### src/rtl/xbar_pkg.sv
package xbar_pkg;

    localparam int XBAR_SEL_W = 6;

    typedef struct packed {
        logic                  off;
        logic [XBAR_SEL_W-1:0] src;
    } route_t;

    localparam route_t ROUTE_RST = '{off: 1'b1, src: '0};

endpackage

### src/rtl/xbar_cfg_bank.sv
module xbar_cfg_bank
    import xbar_pkg::*;
#(
    parameter int N_PORTS = 64,
    parameter int SEL_W   = XBAR_SEL_W
) (
    input  logic                       clk,
    input  logic                       rst_n,
    input  logic                       wr_en,
    input  logic [SEL_W-1:0]           wr_addr,
    input  route_t                     wr_route,
    input  logic                       commit,
    output route_t [N_PORTS-1:0]       active_o
);

    typedef struct packed {
        route_t [N_PORTS-1:0] stage;
        route_t [N_PORTS-1:0] live;
    } bank_t;

    bank_t st_d, st_q;

    always_comb begin
        st_d = st_q;
        if (commit) st_d.live = st_q.stage;
        if (wr_en)  st_d.stage[wr_addr] = wr_route;
    end

    always_ff @(posedge clk or negedge rst_n) begin
        if (!rst_n) begin
            st_q.stage <= {N_PORTS{ROUTE_RST}};
            st_q.live  <= {N_PORTS{ROUTE_RST}};
        end else begin
            st_q <= st_d;
        end
    end

    assign active_o = st_q.live;

    // a write lands in the addressed staging register
    assert_stage_write_R3: assert property (@(posedge clk) disable iff (!rst_n)
        wr_en |=> st_q.stage[$past(wr_addr)] == $past(wr_route));

    // a commit copies the staging contents sampled before the edge
    assert_commit_copy_R4: assert property (@(posedge clk) disable iff (!rst_n)
        commit |=> st_q.live == $past(st_q.stage));

    // without a commit the live routes hold
    assert_live_hold_R4: assert property (@(posedge clk) disable iff (!rst_n)
        !commit |=> $stable(st_q.live));

endmodule

### src/rtl/xbar_out_slice.sv
module xbar_out_slice
    import xbar_pkg::*;
#(
    parameter int N_IN = 64
) (
    input  logic             clk,
    input  logic             rst_n,
    input  logic [N_IN-1:0]  din,
    input  route_t           route_i,
    input  logic             clocked_mode,
    output logic             mux_o,
    output logic             dout_o
);

    logic out_d, out_q;

    always_comb begin
        mux_o = route_i.off ? 1'b0 : din[route_i.src];
        out_d = mux_o;
    end

    always_ff @(posedge clk or negedge rst_n) begin
        if (!rst_n) out_q <= 1'b0;
        else        out_q <= out_d;
    end

    assign dout_o = clocked_mode ? out_q : mux_o;

    // a disabled output in combinational mode is quiet
    assert_off_quiet_R2: assert property (@(posedge clk) disable iff (!rst_n)
        (!clocked_mode && route_i.off) |-> !dout_o);

    // in registered mode the output is the selector result of the previous edge
    assert_reg_delay_R7: assert property (@(posedge clk) disable iff (!rst_n)
        clocked_mode |-> dout_o == $past(mux_o));

endmodule

### src/rtl/xbar_switch.sv
module xbar_switch
    import xbar_pkg::*;
(
    input  logic        clk,
    input  logic        rst_n,
    input  logic        clocked_mode,
    input  logic [63:0] din,
    input  logic        wr_en,
    input  logic [5:0]  wr_addr,
    input  logic [5:0]  wr_src,
    input  logic        wr_off,
    input  logic        commit,
    input  logic        tst_en,
    input  logic [5:0]  tst_sel,
    output logic [63:0] dout,
    output logic [6:0]  tst_cfg,
    output logic        tst_obs
);

    localparam int SEL_W   = XBAR_SEL_W;
    localparam int N_PORTS = 1 << SEL_W;

    route_t [N_PORTS-1:0] live_w;
    logic   [N_PORTS-1:0] mux_w;
    route_t               wr_route_w;

    assign wr_route_w = '{off: wr_off, src: wr_src};

    xbar_cfg_bank #(.N_PORTS(N_PORTS), .SEL_W(SEL_W)) u_bank (
        .clk      (clk),
        .rst_n    (rst_n),
        .wr_en    (wr_en),
        .wr_addr  (wr_addr),
        .wr_route (wr_route_w),
        .commit   (commit),
        .active_o (live_w)
    );

    for (genvar g = 0; g < N_PORTS; g++) begin : g_out
        xbar_out_slice #(.N_IN(N_PORTS)) u_slice (
            .clk          (clk),
            .rst_n        (rst_n),
            .din          (din),
            .route_i      (live_w[g]),
            .clocked_mode (clocked_mode),
            .mux_o        (mux_w[g]),
            .dout_o       (dout[g])
        );
    end

    always_comb begin
        tst_cfg = tst_en ? live_w[tst_sel] : '0;
        tst_obs = tst_en & mux_w[tst_sel];
    end

    // readback is silent while the debug port is off
    assert_tst_idle_R8: assert property (@(posedge clk) disable iff (!rst_n)
        !tst_en |-> (tst_cfg == 7'd0 && !tst_obs));

endmodule

### config.mk
export PLATFORM = sky130hd
export DESIGN_NAME = xbar_switch
export DESIGN_NICKNAME = d
export VERILOG_FILES = /design/src/rtl/xbar_pkg.sv /design/src/rtl/xbar_cfg_bank.sv /design/src/rtl/xbar_out_slice.sv /design/src/rtl/xbar_switch.sv
export SDC_FILE = /design/constraint.sdc
export NUM_CORES = 2
export LEC_CHECK = 0
export CAP_MARGIN = 10
export CORE_ASPECT_RATIO = 0.75
export CORE_UTILIZATION = 40
export CTS_CLUSTER_DIAMETER = 120
export DETAILED_ROUTE_END_ITERATION = 10
export DONT_BUFFER_PORTS = 1
export PLACE_DENSITY = 0.52
export REMOVE_ABC_BUFFERS = 1
export SLEW_MARGIN = 20
export SYNTH_ARGS = -nofsm -noshare
export SYNTH_HDL_FRONTEND = slang
export SYNTH_HIERARCHICAL = 1
export SYNTH_SLANG_ARGS = --single-unit
### constraint.sdc
create_clock -name clk -period 5.25 [get_ports clk]
set_clock_uncertainty 0.1 [all_clocks]
set_input_delay 1.575 -clock clk [delete_from_list [all_inputs] [get_ports clk]]
set_output_delay 1.575 -clock clk [all_outputs]
set_load 0.02 [all_outputs]
==> summary.md <==
| Metric | Value |
|---|---|
| Status | `finished, violations left` |
| Failing checks | `setup timing` |
| WL final | `323 mm` |
| Total grt overflow | `0` |
| Share of cells above drive strength 1 | `50.3%` |
| Post-synth EDFFs | `0` |
| Placed cells | `7682` |
| Routability congestion estimate | `0.850` |
| TritonCTS clock tree | `yes` |
| Reg clk slew, reported paths | `60 ps` |
| Largest area contributor in the netlist | `dfrtp_1` |
| Die X | `526 um` |
| DRT iter0 DRCs | `8075` |
| Htree depth | `3` |
| Top FF cell, synth | `dfrtp_1` |
| Post-route ant nets | `0` |
| Num CTS Buffers | `102` |
| Detailed-route via count | `58100` |
| Warnings, synthesis | `6` |
| Vias/cell | `7.31` |
| Worst Setup Start Kind | `input pin` |
| Vias in the first global route | `56200` |
| Pin slew with the least headroom to its limit | `1230 ps` |
| Row count | `143` |
| Area after DPL | `81700 um^2` |
| Worst path arrival time | `4520 ps` |
| Crit-path slowest cell | `mux4_1` |
| Boundary Pins | `161` |
| WP data required | `3580 ps` |
| Setup CP Type | `input pin to primary output` |
| RSZ-0062 raised after global routing | `true` |
| DP HPWL | `164 mm` |
| Yosys reg bits | `960` |
| Crit path time final | `6190 ps` |
| Yosys top cell area share | `25.3%` |
| Core area | `204000 um^2` |
| Clk Latency, worst-skew pair | `750 ps` |
| Min Hold Slack | `390 ps` |
| Synth async-reset ratio | `100%` |
| Cell mode on critical path | `mux2i_4` |
| CTS Buffer Depth | `3` |
| Post-route setup slack | `-941 ps` |
| Clock Root Buffer | `clkbuf_16` |
| Hold buffer count at CTS | `0` |
| Drt first pass iters | `6` |
| Syn Std Cell Area | `82400 um^2` |
| Max Cap Violations | `0` |
| Synth top area cells | `dfrtp_1 (25%), mux4_2 (19%), mux4_1 (15%)` |
| Final hold violation count | `0` |
| Worst slew margin | `17.8%` |
| First-pass GRT wire length | `449 mm` |
| Tcrit/Tclk final | `118%` |
| Total Power | `29.7 mW` |
| Nets | `5236` |
| Endpoint type of the worst setup path | `primary output` |
| Post-route cell area | `86300 um^2` |
| Starting Density | `40.5%` |
| Slowest Stage Delay on Critical Path | `610 ps` |
| Sequential area share after synthesis | `29.4%` |
| Leakage power total | `33.5 nW` |
| Post-Synthesis Cells | `5467` |
| Finish-stage setup viols | `7` |
| Hold WC Path Type | `flip-flop to flip-flop` |
| Critical path cell sequence | `mux4_1 -> mux2i_4 -> a221oi_2 -> a22oi_2 -> nor2_1 -> mux4_2 -> mux2i_4 -> buf_6 -> a21oi_4 -> o2111ai_4 -> o41ai_4` |
| Clock Sinks | `960` |
| Setup TNS | `-1920 ps` |
| Worst-path maximum fanout | `64` |
| I/O Buffers | `0` |
| Crit path buf inv count | `1` |
| # DRC | `0` |
| Initial antenna violation count | `28` |
| Area Growth Syn to Fin | `4.76%` |
| Die ar. | `208000 um^2` |
| Largest net degree at the start of global routing | `449` |
| Yosys cell types | `63` |
| Syn Area/Cell | `15.1 um^2` |
| Total GRT Usage | `30.5%` |
| Worst path top cell family by delay | `multiplexers` |
| Post-Place Worst Slack | `-1450 ps` |
| PD cells | `345 nW/um^2` |
| Final Util | `42.4%` |
| Vert. Die Dim | `395 um` |
| Post-DR wirelength/cell | `40.7 um` |
| VDD IR-drop max | `0.000249 V` |
| Fmax | `0.162 GHz` |
| Max Slew Vio Count | `0` |
| Non-filler cells, final | `7936` |
## path summary, 6_finish.rpt
check                                     start                       to  slack (ps)  cells past startpoint
min reg2reg                    u_bank/st_q[696]         u_bank/st_q[696]         390                      1
max in group asynchronous                 rst_n     u_bank/active_o[280]        2200                      4
min                            u_bank/st_q[696]         u_bank/st_q[696]         390                      1
min in group asynchronous                 rst_n         u_bank/st_q[508]         440                      0
max reg2reg                u_bank/active_o[114]  g_out[16].u_slice/out_q        -480                     37
max                                     din[59]                  tst_obs        -940                     11
## cell usage after synthesis (65+ instances only)
library cell,instances
mux2i_1,530
and2b_1,69
nor2b_1,71
dfstp_2,128
buf_12,67
mux2_2,891
buf_2,65
nor2_1,132
and2_1,67
mux4_2,691
nand2_1,95
mux4_1,461
dfrtp_1,832
buf_6,142
buf_4,524
a22oi_1,130
o31ai_1,65
## placed cells by master (no fill, tap or decap), types with 8 or more instances in the layout
cell and count:
mux2_2 890, inv_1 64, nor2_4 9, a221oi_2 69, and2b_1 69, nor2_1 131, clkbuf_1 18, mux2_1 9
a22oi_2 65, mux2i_2 31, dfrtp_1 825, clkinvlp_4 11, nor2b_1 71, buf_6 22, mux4_1 439, a211oi_1 13
buf_12 24, clkbuf_8 22, mux2i_4 8, nor2_2 8, clkinv_2 10, mux2i_1 491, diode_2 17, nand2_1 95
dfstp_2 128, clkbuf_16 103, bufinv_16 17, a221oi_1 59, nand2_2 44, and2_1 67, buf_16 11, o22ai_1 16
mux4_2 713, buf_4 393, o31ai_1 61, nand3_1 8, a22oi_1 129
## worst reg2reg max path, delay by kind of cell, from the launching register on
family	cells	cell delay, ps
and+or+nand+nor	1	80
AOI/OAI and AO/OA	2	400
buffers and inverters	32	3530
DFF	1	840
muxes	2	670
## registers in the layout (all words and copies together) (netlist names)
signal               flops
u_bank/active_o        448
u_bank/st_q            448
g_out.u_slice/out_q     64
## cell families (layout without fill, tap and decap cells)
| kind of cell | after synthesis | count (layout) | synth area share, % |
|---|---|---|---|
| compound gates | 453 | 453 | 5.17 |
| buf+inv | 939 | 709 | 9.45 |
| flops | 960 | 960 | 29.4 |
| mux | 2582 | 2582 | 52.3 |
| other cells | 0 | 17 | 0 |
| simple gates | 533 | 533 | 3.70 |
## power breakdown
group	total, mW	internal [mW]	leakage (nW)	switching (mW)
combinational	11.0	6.52	19.4	4.43
clock	8.24	4.79	1.81	3.44
sequential	10.6	8.72	12.3	1.83
## what timing repair did
action                                  4_1_cts  5_1_grt
setup buffers                                38        0
cloned                                        0        0
pin swaps                                    19       10
resized for setup                            96       25
endpoints found under the setup margin        5        4
## layout make-up
cell class / count / area (um^2)
fillers: 18300 / 117000
repair buffers: 450 / 3980
flip-flops and latches: 960 / 24200
diodes: 17 / 42.5
clock inverters: 51 / 802
clock buffers: 143 / 2950
multi-input cells: 3568 / 50700
well taps: 2682 / 3360
inverters: 65 / 244
## routing by layer
metal / global-route usage (%) / part of all wire [%]
met1: 43.4 / 41
met2: 41.5 / 40
met3: 11.8 / 14
met4: 11.8 / 4.3
met5: 0 / 0.053
(Power assumes the default switching activity.)
